$ cat config.mk
export PLATFORM = sky130hd
export DESIGN_NAME = crt_timing
export DESIGN_NICKNAME = d
export VERILOG_FILES = /design/src/rtl/crt_pkg.sv /design/src/rtl/crt_hcount.sv /design/src/rtl/crt_vcount.sv /design/src/rtl/crt_addr.sv /design/src/rtl/crt_skew.sv /design/src/rtl/crt_timing.sv
export SDC_FILE = /design/constraint.sdc
export NUM_CORES = 1
export LEC_CHECK = 0
export BUFFER_PORTS_ARGS = -buffer_cell sky130_fd_sc_hd__clkbuf_2
export CAP_MARGIN = 25
export CORE_MARGIN = 4
export CORE_UTILIZATION = 34
export CTS_CLUSTER_SIZE = 8
export DETAILED_ROUTE_END_ITERATION = 7
export GPL_ROUTABILITY_DRIVEN = 0
export MAX_ROUTING_LAYER = met4
export PLACE_DENSITY_LB_ADDON = 0.15
export RECOVER_POWER = 25
export SLEW_MARGIN = 5
export SYNTH_ARGS = -nofsm -noshare
export SYNTH_HDL_FRONTEND = slang
export SYNTH_SLANG_ARGS = --single-unit
export TNS_END_PERCENT = 20
$ cat constraint.sdc
create_clock -name clk -period 4.1 [get_ports clk]
set_input_delay 0.41 -clock clk [delete_from_list [all_inputs] [get_ports clk]]
set_output_delay 0.41 -clock clk [all_outputs]
set_load 0.01 [all_outputs]
$ cat src/rtl/crt_pkg.sv
package crt_pkg;
    localparam int CRT_HW  = 8;
    localparam int CRT_VW  = 7;
    localparam int CRT_RW  = 5;
    localparam int CRT_AW  = 14;
    localparam int CRT_SWW = 4;
    localparam int CRT_SKD = 2;

    typedef enum logic [1:0] {
        SKEW_NONE = 2'd0,
        SKEW_ONE  = 2'd1,
        SKEW_TWO  = 2'd2,
        SKEW_OFF  = 2'd3
    } skew_e;
endpackage

$ cat src/rtl/crt_hcount.sv
module crt_hcount #(
    parameter int HW  = 8,
    parameter int SWW = 4
) (
    input  logic           clk,
    input  logic           rst,
    input  logic           ce,
    input  logic [HW-1:0]  h_total,
    input  logic [HW-1:0]  h_disp,
    input  logic [HW-1:0]  hs_pos,
    input  logic [SWW-1:0] hs_width,
    output logic [HW-1:0]  hcnt,
    output logic           line_end,
    output logic           h_active,
    output logic           hsync
);
    typedef struct packed {
        logic [HW-1:0]  cnt;
        logic [SWW-1:0] hs_left;
    } hst_t;

    hst_t q, d;
    logic hs_start;
    logic [SWW-1:0] width_m1;

    always_comb begin
        d        = q;
        line_end = (q.cnt == h_total);
        hs_start = (q.cnt == hs_pos);
        width_m1 = hs_width - SWW'(1);
        if (ce) begin
            d.cnt = line_end ? '0 : q.cnt + HW'(1);
            if (hs_start) begin
                d.hs_left = width_m1;
            end else if (q.hs_left != '0) begin
                d.hs_left = q.hs_left - SWW'(1);
            end
        end
    end

    always_ff @(posedge clk) begin
        if (rst) begin
            q <= '0;
        end else begin
            q <= d;
        end
    end

    assign hcnt     = q.cnt;
    assign h_active = (q.cnt < h_disp);
    assign hsync    = hs_start || (q.hs_left != '0);

    // the horizontal count holds on a stalled edge
    p_stall_hold_r1: assert property (@(posedge clk) disable iff (rst)
        !ce |=> $stable(q.cnt));

    // a new sync pulse can only begin at the programmed position
    p_hsync_rise_r3: assert property (@(posedge clk) disable iff (rst)
        $rose(hsync) |-> (q.cnt == hs_pos));
endmodule

$ cat src/rtl/crt_vcount.sv
module crt_vcount #(
    parameter int VW  = 7,
    parameter int RW  = 5,
    parameter int SWW = 4
) (
    input  logic           clk,
    input  logic           rst,
    input  logic           ce,
    input  logic           line_end,
    input  logic [VW-1:0]  v_total,
    input  logic [RW-1:0]  v_adj,
    input  logic [VW-1:0]  v_disp,
    input  logic [VW-1:0]  vs_pos,
    input  logic [SWW-1:0] vs_width,
    input  logic [RW-1:0]  max_scan,
    output logic [RW-1:0]  raster,
    output logic           row_end,
    output logic           frame_end,
    output logic           v_active,
    output logic           vblank,
    output logic           vsync
);
    typedef struct packed {
        logic [VW-1:0]  row;
        logic [RW-1:0]  scan;
        logic           adj;
        logic [SWW-1:0] vs_left;
    } vst_t;

    vst_t q, d;
    logic step;
    logic vs_start;
    logic adj_last;
    logic [RW:0] scan_p1;

    always_comb begin
        d         = q;
        step      = ce && line_end;
        row_end   = !q.adj && (q.scan == max_scan);
        scan_p1   = {1'b0, q.scan} + (RW+1)'(1);
        adj_last  = q.adj && (scan_p1 == {1'b0, v_adj});
        frame_end = (row_end && (q.row == v_total) && (v_adj == '0)) || adj_last;
        vs_start  = !q.adj && (q.row == vs_pos) && (q.scan == '0);
        if (step) begin
            if (frame_end) begin
                d.row  = '0;
                d.scan = '0;
                d.adj  = 1'b0;
            end else if (row_end) begin
                d.scan = '0;
                if (q.row == v_total) begin
                    d.adj = 1'b1;
                end else begin
                    d.row = q.row + VW'(1);
                end
            end else begin
                d.scan = q.scan + RW'(1);
            end
            if (vs_start) begin
                d.vs_left = vs_width - SWW'(1);
            end else if (q.vs_left != '0) begin
                d.vs_left = q.vs_left - SWW'(1);
            end
        end
    end

    always_ff @(posedge clk) begin
        if (rst) begin
            q <= '0;
        end else begin
            q <= d;
        end
    end

    assign raster   = q.scan;
    assign vblank   = q.adj || (q.row >= v_disp);
    assign v_active = !vblank;
    assign vsync    = vs_start || (q.vs_left != '0);

    // inside a character row the scan line never passes the last line
    p_scan_bound_r4: assert property (@(posedge clk) disable iff (rst)
        !q.adj |-> (q.scan <= max_scan));

    // the adjust region never outlasts its programmed length
    p_adj_bound_r4: assert property (@(posedge clk) disable iff (rst)
        q.adj |-> (q.scan < v_adj));

    // vertical sync only changes at a scan-line boundary
    p_vsync_edge_r6: assert property (@(posedge clk) disable iff (rst)
        !$stable(vsync) |-> $past(step));
endmodule

$ cat src/rtl/crt_addr.sv
module crt_addr #(
    parameter int AW = 14,
    parameter int HW = 8
) (
    input  logic          clk,
    input  logic          rst,
    input  logic          ce,
    input  logic          line_end,
    input  logic          row_end,
    input  logic          frame_end,
    input  logic          h_active,
    input  logic [HW-1:0] h_disp,
    input  logic [AW-1:0] start_addr,
    output logic [AW-1:0] mem_addr
);
    typedef struct packed {
        logic [AW-1:0] ma;
        logic [AW-1:0] row_start;
    } ast_t;

    ast_t q, d;
    logic [AW-1:0] stride;
    logic [AW-1:0] next_row;

    always_comb begin
        d        = q;
        stride   = AW'(h_disp);
        next_row = q.row_start + stride;
        if (ce) begin
            if (line_end) begin
                if (frame_end) begin
                    d.ma        = start_addr;
                    d.row_start = start_addr;
                end else if (row_end) begin
                    d.ma        = next_row;
                    d.row_start = next_row;
                end else begin
                    d.ma = q.row_start;
                end
            end else if (h_active) begin
                d.ma = q.ma + AW'(1);
            end
        end
    end

    always_ff @(posedge clk) begin
        if (rst) begin
            q <= '0;
        end else begin
            q <= d;
        end
    end

    assign mem_addr = q.ma;

    // outside the displayed span the address holds until the line reload
    p_ma_hold_r8: assert property (@(posedge clk) disable iff (rst)
        (ce && !line_end && !h_active) |=> $stable(q.ma));

    // the first character of every line reads the row start
    p_ma_line_start_r8: assert property (@(posedge clk) disable iff (rst)
        (ce && line_end && !frame_end) |=> (q.ma == q.row_start));
endmodule

$ cat src/rtl/crt_skew.sv
module crt_skew #(
    parameter int DEPTH = 2,
    parameter int SKW   = 2
) (
    input  logic           clk,
    input  logic           rst,
    input  logic           ce,
    input  logic           de_in,
    input  logic [SKW-1:0] skew,
    output logic           de_out
);
    localparam int NT = 2 ** SKW;

    typedef struct packed {
        logic [DEPTH-1:0] pipe;
    } kst_t;

    kst_t q, d;
    logic [NT-1:0] tap;

    always_comb begin
        d = q;
        if (ce) begin
            d.pipe[0] = de_in;
            for (int i = 1; i < DEPTH; i++) begin
                d.pipe[i] = q.pipe[i-1];
            end
        end
    end

    always_ff @(posedge clk) begin
        if (rst) begin
            q <= '0;
        end else begin
            q <= d;
        end
    end

    for (genvar g = 0; g < NT; g++) begin : g_tap
        if (g == 0) begin : g_direct
            assign tap[g] = de_in;
        end else if (g <= DEPTH) begin : g_delayed
            assign tap[g] = q.pipe[g-1];
        end else begin : g_off
            assign tap[g] = 1'b0;
        end
    end

    assign de_out = tap[skew];
endmodule

$ cat src/rtl/crt_timing.sv
module crt_timing
    import crt_pkg::*;
#(
    parameter int HW  = CRT_HW,
    parameter int VW  = CRT_VW,
    parameter int RW  = CRT_RW,
    parameter int AW  = CRT_AW,
    parameter int SWW = CRT_SWW,
    parameter int SKD = CRT_SKD
) (
    input  logic           clk,
    input  logic           rst,
    input  logic           char_ce,
    input  logic [HW-1:0]  h_total,
    input  logic [HW-1:0]  h_disp,
    input  logic [HW-1:0]  hs_pos,
    input  logic [SWW-1:0] hs_width,
    input  logic [VW-1:0]  v_total,
    input  logic [RW-1:0]  v_adj,
    input  logic [VW-1:0]  v_disp,
    input  logic [VW-1:0]  vs_pos,
    input  logic [SWW-1:0] vs_width,
    input  logic [RW-1:0]  max_scan,
    input  logic [AW-1:0]  start_addr,
    input  logic [1:0]     de_skew,
    output logic           hsync,
    output logic           vsync,
    output logic           disp_en,
    output logic [AW-1:0]  mem_addr,
    output logic [RW-1:0]  raster,
    output logic           vblank
);
    logic [HW-1:0] hcnt;
    logic line_end, h_active;
    logic row_end, frame_end, v_active;
    logic de_raw;

    crt_hcount #(.HW(HW), .SWW(SWW)) u_h (
        .clk(clk), .rst(rst), .ce(char_ce),
        .h_total(h_total), .h_disp(h_disp), .hs_pos(hs_pos), .hs_width(hs_width),
        .hcnt(hcnt), .line_end(line_end), .h_active(h_active), .hsync(hsync)
    );

    crt_vcount #(.VW(VW), .RW(RW), .SWW(SWW)) u_v (
        .clk(clk), .rst(rst), .ce(char_ce), .line_end(line_end),
        .v_total(v_total), .v_adj(v_adj), .v_disp(v_disp), .vs_pos(vs_pos),
        .vs_width(vs_width), .max_scan(max_scan),
        .raster(raster), .row_end(row_end), .frame_end(frame_end),
        .v_active(v_active), .vblank(vblank), .vsync(vsync)
    );

    crt_addr #(.AW(AW), .HW(HW)) u_a (
        .clk(clk), .rst(rst), .ce(char_ce), .line_end(line_end),
        .row_end(row_end), .frame_end(frame_end), .h_active(h_active),
        .h_disp(h_disp), .start_addr(start_addr), .mem_addr(mem_addr)
    );

    assign de_raw = h_active && v_active;

    crt_skew #(.DEPTH(SKD), .SKW(2)) u_k (
        .clk(clk), .rst(rst), .ce(char_ce), .de_in(de_raw),
        .skew(de_skew), .de_out(disp_en)
    );

    // no character is enabled while the frame is vertically blanked
    p_vblank_dark_r5: assert property (@(posedge clk) disable iff (rst)
        vblank |-> !de_raw);

    // the off code keeps display enable low
    p_skew_off_r7: assert property (@(posedge clk) disable iff (rst)
        (de_skew == SKEW_OFF) |-> !disp_en);

    // with no skew the enable follows the horizontal and vertical windows
    p_de_window_r2: assert property (@(posedge clk) disable iff (rst)
        (de_skew == SKEW_NONE && disp_en) |-> (h_active && !vblank));

    // a stalled edge leaves the refresh address alone
    p_stall_addr_r1: assert property (@(posedge clk) disable iff (rst)
        !char_ce |=> $stable(mem_addr));
endmodule

---- After elaboration in Yosys (flattened, before gate mapping) ----
Cells that the tools add are included.
word-level totals
  register bits after elaboration ......... 59
  input port bits ......................... 82
  output and inout bits ................... 23
  logic and storage cells ................. 75
operators by class
  add/sub/neg operators ................... 10
  magnitude comparators ................... 3
  equal/unequal tests ..................... 7
  multiplexer cells ....................... 17
  reduce and logical (&&, ||, !) cells .... 29
operator list
  cell                   number
  $mux 14                3
  $mux 28                1
  $eq 8x8->1             2
  $mux 4                 4
  $sub 4x1->4 const B    4
  $add 14x1->14 const B  1
  $add 14x8->14          1
  $eq 7x7->1             2
  $mux 7                 2
  $mux 13                1
  $logic_not 5->1        2
  $reduce_bool 2->1      5
  $add 8x1->8 const B    1
  $logic_and 1x1->1      8
  $lt 8x8->1             1
  $mux 8                 1
  $reduce_and 2->1       4
  $reduce_bool 4->1      2
  $add 7x1->7 const B    1
  $ge 7x7->1             1
  $add 5x1->6 const B    1
  $eq 6x5->1             1
  $reduce_and 3->1       2
  $add 5x1->5 const B    1
  8 further kinds        14

---- Longest topological paths before layout ----
Gate-level depths: netlist of run 1.
  depth in word-level cells ............... 7
  depth in mapped cells ................... 11
  gate-level depth less buffers ........... 9

---- Modules after synthesis ----
Synthesis of run 1 repeated with hierarchy kept, for this count alone.
second synthesis, totals
  cells, all modules ...................... 645
  area, all modules ....................... 5153.7 um2
modules (own cells, without submodules)
  module      instances  cells each  area each (um2)  sequential area each (um2)
  crt_addr    1          308         2319.7           560.5
  crt_vcount  1          200         1625.3           340.3
  crt_hcount  1          127         1114.8           240.2
  crt_skew    1          9           87.6             40.0
  crt_timing  1          1           6.3              0.0

---- Worst setup path after synthesis of run 1 ----
No wires, ideal clock.
  path kind ............................... reg-to-output
  start point ............................. register u_v.q[10] (netlist name)
  end point ............................... output disp_en
  arrival ................................. 2149 ps
  required time ........................... 3690 ps
  path slack .............................. 1541 ps
  stages on the path, launching flop included .. 10
  buffers on the path ..................... 0
  cell sequence ........................... dfxtp_1 > inv_1 > ha_1 > nand2b_1 > a21o_1 > a21o_1 > a211oi_1 > o21ai_0 > o31a_1 > o22ai_1
between the ends
  cells in the longest elaborated chain, start to end .. 6
ends and longest elaborated chain
  element                       line              text
  start: declaration            crt_vcount.sv:30  vst_t q, d;
  start signal: assignment      crt_vcount.sv:69  q <= '0;
  start signal: assignment      crt_vcount.sv:71  q <= d;
  $ge 7x7->1                    crt_vcount.sv:76  assign vblank = q.adj || (q.row >= v_disp);
  $logic_or 1x1->1              crt_vcount.sv:76
  via vblank                    crt_timing.sv:31  output logic vblank
  $logic_not 1->1               crt_vcount.sv:77  assign v_active = !vblank;
  $logic_and 1x1->1             crt_timing.sv:58  assign de_raw = h_active && v_active;
  $bmux 1 s2                    crt_skew.sv:49    assign de_out = tap[skew];
  $mux 1 (not written as such)  crt_skew.sv:49
  end: declaration              crt_timing.sv:28  output logic disp_en,
The timed path passes the listed nets, and every way through them passes these cells. The select of a mux whose other input is x is not followed.

---- Worst setup path after layout of run 1 ----
  start point ............................. register u_v.q[10] (netlist name)
  end point ............................... output disp_en
between the ends
  cells in the longest elaborated chain, start to end .. 6
ends and longest elaborated chain
  element                       line
  $ge 7x7->1                    crt_vcount.sv:76
  $logic_or 1x1->1              crt_vcount.sv:76
  $logic_not 1->1               crt_vcount.sv:77
  $logic_and 1x1->1             crt_timing.sv:58
  $bmux 1 s2                    crt_skew.sv:49
  $mux 1 (not written as such)  crt_skew.sv:49
Every way passes these cells. The select of a mux whose other input is x is not followed.

==> results of run 1 <==
-- synthesized netlist by cell type (4+ instances only) --
cell       n  area share (%)
a211oi_1  10             1.6
a21o_1    12             1.9
a21oi_1   34             3.6
a311oi_1   4            0.75
a31oi_1    8             1.1
and3_1    12             1.6
buf_2      8            0.86
buf_4     22             3.5
clkbuf_1  16             1.3
dfxtp_1   59              25
ha_1      29             7.8
inv_1     27             2.2
mux2_2     6             1.4
mux2i_1    7             1.5
nand2_1   48             3.9
nand2b_1  14             1.9
nand3_1   18             1.9
nand3b_1   6            0.96
nand4_1   10             1.3
nor2_1    45             3.6
nor3_1    16             1.7
nor4_1    10             1.3
o211ai_1   7             1.1
o21ai_0   22             2.4
o21ai_1    4            0.43
or4_1      5            0.80
xnor2_1   42             7.9
xor2_1    21             3.9
-- where the power goes --
| part | internal [mW] | switching (mW) | leakage, nW |
|---|---|---|---|
| sequential | 0.592 | 0.0217 | 0.477 |
| combinational | 0.128 | 0.135 | 1.66 |
| clock | 0.440 | 0.261 | 0.137 |
| total | 1.16 | 0.418 | 2.27 |
-- cell type report --
cell class | instances | area, um2
Timing Repair Buffer | 109 | 533
Sequential cell | 59 | 1180
Fill cell | 1407 | 7920
Tap cell | 176 | 220
Clock inverter | 2 | 10.0
Multi-Input combinational cell | 450 | 3120
Inverter | 27 | 101
Clock buffer | 14 | 264
-- metal layers --
metal,global-route usage [%],routed length [um],up-vias
met3,3.54,670,11
met1,22.1,6200,2047
met5,-,0,-
met2,29.2,6410,136
met4,4.85,155,0
li1,-,-,2237
-- flip-flops by register name, indices dropped and copies added (netlist names) --
| name | cells |
|---|---|
| u_h.hcnt | 8 |
| u_v.raster | 5 |
| u_a.q | 14 |
| u_h.q | 4 |
| u_k.q | 2 |
| u_a.mem_addr | 14 |
| u_v.q | 12 |
-- cells by family after synthesis --
group	share of synthesized area (%)
compound gates	20.3
simple gates	22.3
flops	25.2
mux	2.94
xor+xnor	12.8
buf+inv	8.16
fa+ha+maj	8.18
-- worst register-to-register path, cell delays in order (launching register included) --
cell       delay [ns]
dfxtp_1          0.52
ha_1             0.32
nand3_2          0.13
xnor2_1          0.28
nor3_4           0.08
a22oi_2          0.75
mux2_2           0.31
nor2_1           0.04
a2111oi_1        0.36
-- metrics by stage --
step / utilization [%] / area, um2 / hold WS [ns]
after floorplan: - / 4680 / 0.445
after global placement: 38.8 / 5180 / 0.457
after detailed placement: 38.8 / 5180 / 0.467
after CTS: 40.8 / 5450 / 0.374
after global routing: 40.6 / 5430 / 0.398
final: 40.6 / 5430 / 0.383
-- worst paths after layout --
check | slack (ns) | startpoint | depth (start not counted) | to
min | 0.38 | start_addr[13] | 3 | u_a.mem_addr[13]$_SDFFE_PP0P_
max reg2reg | 1.20 | u_v.raster[0]$_SDFFE_PP0P_ | 8 | u_a.mem_addr[0]$_SDFFE_PP0P_
min reg2reg | 0.48 | u_a.q[13]$_SDFFE_PP0P_ | 2 | u_a.q[13]$_SDFFE_PP0P_
max | 0.86 | u_v.q[10]$_SDFFE_PP0P_ | 10 | disp_en
==> impl_metrics.tcl, run 1 <==
set metrics [dict create \
    dp_slack_ns 1.18 \
    irDropWorstVdd_v 0.000259 \
    rsz0062_at_grt "false" \
    endpoint_kind "output pin" \
    cts_root_buf "clkbuf_16" \
    yosys_warnings 0 \
    place_inst 821 \
    period_share_pct 78.9 \
    async_reset_ff_share_pct 0 \
    outcome "complete, but fails checks" \
    grt_max_degree 41 \
    slew_headroom_pct -22.7 \
    critPathRequiredTime_ns 3.69 \
    drv_cap 1 \
    num_vias 4431 \
    cts_made_buffers 9 \
    cts.sinks 59 \
    finClkSkew_ns 0.00337 \
    fin_total_pwr_mw 1.58 \
    synth_edf_count 0 \
    hpwl_um 10300 \
    grt_pass1_wl_um 22200 \
    ys_ff_latch 59 \
    area_growth_pct 16.0 \
    drtIter0Drc 264 \
    cts_tree "done" \
    port_buffers 104 \
    first_pass_iters 4 \
    antenna_cells 0 \
    synth_flop_cell "dfxtp_1" \
    min_path_type "in2reg" \
    synth_cell_types 67 \
    postCtsSetupBuffers 0 \
    period_needed_ns 3.24 \
    cp_common_cell "a21o_1" \
    crit_chain "inv_1, ha_1, nand2b_1, a21o_1, a21o_1, a211oi_1, o21ai_0, o31a_1, o22ai_1, clkbuf_2" \
    p_per_area_nw_per_um2 291 \
    hold_viol 0 \
    ctsHoldBuffers 0 \
    post_cts_resized 0 \
    grtUsageTotal_pct 17.7 \
    worst-setup-path-type "reg2out" \
    violations "capacitance limit, slew limit" \
    cp-start-kind "flip-flop" \
    critPathSlowestCell "dfxtp_1" \
    viasPerCell 5.29 \
    drive_above_1_share_pct 18.9 \
    grt_pass1_vias 4437 \
    final_cell_mix "84 x clkbuf_2, 59 x dfxtp_1, 48 x nand2_1" \
    path_max_fanout 6 \
    start_util_pct 35.0 \
    ctsHtreeMaxLevel 3 \
    crit_arrival_ns 2.83 \
    slew_viol_final 41 \
    die_w_um 125 \
    final_nets 768 \
    syn-cell-area_um2 4680 \
    core_um2 13300 \
    die_area_um2 15700 \
    fin_cells 837 \
    max_freq_mhz 309 \
    setup_tns_ns 0 \
    clkLatencyLatePin_ns 0.33 \
    rows 42 \
    fin_ws_ns 0.865 \
    clockBufferDepth 2 \
    yosysSeqAreaShare_pct 25.2 \
    ios 105 \
    cp_top_family "compound AO/OA/AOI/OAI gates" \
    avgRoutedWirePerCell_um 16.0 \
    synth.avg_cell_area_um2 8.01 \
    worst_pin_slew_ns 1.84 \
    clk_pin_slew_ns 0.05 \
    die_height_um 125 \
    final_common_cell "clkbuf_2" \
    drc_errors 0 \
    finalSetupViolCount 0 \
    grt_antenna_before_repair 0 \
    grt_remaining_overflow 0 \
    p_leak_nw 2.27 \
    syn_nets 696 \
    drtAntennaViolNets 0 \
    syn_inst 584 \
    worst-path-buf-inv 2 \
    route.final.wire_length_um 13400 \
    critPathMaxStageDelay_ns 0.43 \
]
(Power assumes the default switching activity.)
==> inputs of run 2 (changes only) <==
Clock period 4.1 ns to 2.6 ns, I/O delays scaled along.
==> run 2 against run 1 <==
Against the previous run:
- sequential power up 57%
- global-route usage up 0.48 points
- die area unchanged
- power increased by 69%
- final cell count increased by 4.9%
- critical endpoint unchanged
- critical path depth shrank 2
- highest routed layer unchanged
- flip-flop and latch count did not move
- via count increased by 3.9%
- the run still ends with capacitance limit, slew limit left
- cell area increased by 9.0%
- combinational power up 73%
- non-clock buffer count is 41 higher
==> impl_metrics.tcl, run 2 (synthesis results as in run 1) <==
set metrics [dict create \
    grt_pass1_vias 4678 \
    hold_viol 0 \
    first_pass_iters 4 \
    die_w_um 125 \
    drive_above_1_share_pct 27.6 \
    worst-path-buf-inv 1 \
    clockBufferDepth 2 \
    start_util_pct 35.0 \
    worst-setup-path-type "reg2out" \
    die_area_um2 15700 \
    endpoint_kind "output pin" \
    cts_root_buf "clkbuf_16" \
    p_leak_nw 2.56 \
    drc_errors 0 \
    period_needed_ns 2.55 \
    final_common_cell "clkbuf_2" \
    final_nets 809 \
    worst_pin_slew_ns 1.61 \
    crit_chain "ha_1, or4_4, a21oi_4, o21ai_2, and2_4, o31a_1, o22ai_1, buf_2" \
    worstHoldPathCells 3 \
    viasPerCell 5.25 \
    drv_cap 1 \
    grt_antenna_before_repair 0 \
    max_freq_mhz 392 \
    holdPathEnd "u_a.mem_addr[13]$_SDFFE_PP0P_" \
    finalSetupViolCount 0 \
    path_max_fanout 3 \
    crit_cells 8 \
    outcome "complete, but fails checks" \
    period_share_pct 98.1 \
    hpwl_um 11000 \
    antenna_cells 0 \
    critPathSlowestCell "or4_4" \
    slew_viol_final 35 \
    reg2reg_to "u_a.mem_addr[13]$_SDFFE_PP0P_" \
    cts.sinks 59 \
    ctsHtreeMaxLevel 3 \
    grt_pass1_wl_um 22700 \
    rows 42 \
    cts_made_buffers 9 \
    clk_pin_slew_ns 0.05 \
    reg2reg_slack_ns 0.06 \
    route.final.wire_length_um 14000 \
    final_cell_mix "88 x clkbuf_2, 56 x dfxtp_1, 48 x nand2_1" \
    grt_max_degree 35 \
    setup_tns_ns 0 \
    area_growth_pct 26.4 \
    p_per_area_nw_per_um2 450 \
    ios 105 \
    multi_input_area_um2 3210 \
    regArea_um2 1180 \
    critPathRequiredTime_ns 2.34 \
    cp_top_family "simple AND/OR/NAND/NOR gates" \
    fin_util_pct 44.3 \
    port_buffers 104 \
    cts_tree "done" \
    drtAntennaViolNets 0 \
    violations "capacitance limit, slew limit" \
    clkLatencyLatePin_ns 0.34 \
    worst_r2r_path_depth 9 \
    min_from "start_addr[13]" \
    finClkSkew_ns 0.00966 \
    nFillCells 1359 \
    core_um2 13300 \
    die_height_um 125 \
    crit_arrival_ns 2.29 \
    rsz0062_at_grt "true" \
    num_vias 4606 \
    avgRoutedWirePerCell_um 15.9 \
    irDropWorstVdd_v 0.000386 \
    drtIter0Drc 206 \
    slew_headroom_pct -7.10 \
    cp-start-kind "flip-flop" \
    reg2reg_from "u_h.hcnt[5]$_SDFFE_PP0P_" \
    critPathMaxStageDelay_ns 0.55 \
    min_path_type "in2reg" \
    grt_remaining_overflow 0 \
    grtUsageTotal_pct 18.2 \
]
[run 2: changes by cell type in the layout (fill, tap and decap cells not counted), moves of 2 or more]
cell	delta
o21ai_2	+2
a221oi_1	-2
dfxtp_2	+3
buf_12	+3
or4_4	+2
ha_1	-2
dfxtp_1	-3
buf_4	+37
a221oi_2	+2
clkbuf_2	+4
or4_1	-2
clkbuf_1	-7
[run 2: routing by layer]
layer	wire (um)	global-route usage, %	vias to the layer above
li1	-	-	2320
met1	6270	22.1	2146
met2	6770	29.9	124
met3	672	3.28	16
met4	294	7.21	0
met5	0	-	-
[run 2: final cells by class]
| type | count | area share [%] |
|---|---|---|
| Multi-Input combinational cell | 450 | 54.3 |
| Sequential cell | 59 | 20.0 |
| Timing Repair Buffer | 150 | 14.9 |
| Clock buffer | 12 | 4.51 |
| Tap cell | 176 | 3.72 |
| Inverter | 27 | 1.71 |
| Clock inverter | 4 | 0.804 |
[run 2: tightest hold or removal path, cell delays in order]
cell	delay, ns
clkbuf_2	0.10
nand2_1	0.06
a31oi_1	0.06
[run 2: worst max path at each step]
stage                          startpoint                    end  slack, ns
5_1_grt            u_v.q[10]$_SDFFE_PP0P_                disp_en      -0.06
6_report         u_h.hcnt[5]$_SDFFE_PP0P_                disp_en       0.05
2_1_floorplan  u_v.raster[3]$_SDFFE_PP0P_  u_v.q[2]$_SDFFE_PP0P_       0.17
3_3_place_gp   u_v.raster[2]$_SDFFE_PP0P_  u_v.q[2]$_SDFFE_PP0P_       0.05
4_1_cts          u_h.hcnt[5]$_SDFFE_PP0P_                disp_en      0.008
3_5_place_dp   u_v.raster[2]$_SDFFE_PP0P_  u_v.q[2]$_SDFFE_PP0P_      -0.01
[run 2: where the power goes]
part	leakage, nW	switching, mW	total [mW]	internal [mW]
clock network	0.155	0.431	1.25	0.816
registers	0.478	0.0281	0.961	0.933
logic	1.92	0.231	0.452	0.221
[run 2: stage by stage]
stage	std cells	setup WS, ns	hold WS (ns)	power (mW)	cell area [um2]
after floorplan	584	0.173	0.410	1.26	4680
after global placement	859	0.0520	0.462	1.41	5500
after detailed placement	859	-0.0118	0.472	1.42	5500
after CTS	877	0.00846	0.197	2.69	5870
after global routing	878	-0.0633	0.230	2.79	5910
final	878	0.0483	0.207	2.66	5910
[run 2: what timing repair did]
item | in CTS | in global routing
setup endpoints to repair | 3 | 11
pin swaps | 5 | 9
setup buffers | 2 | 1
gates resized for setup | 12 | 15
hold buffers | 0 | 0
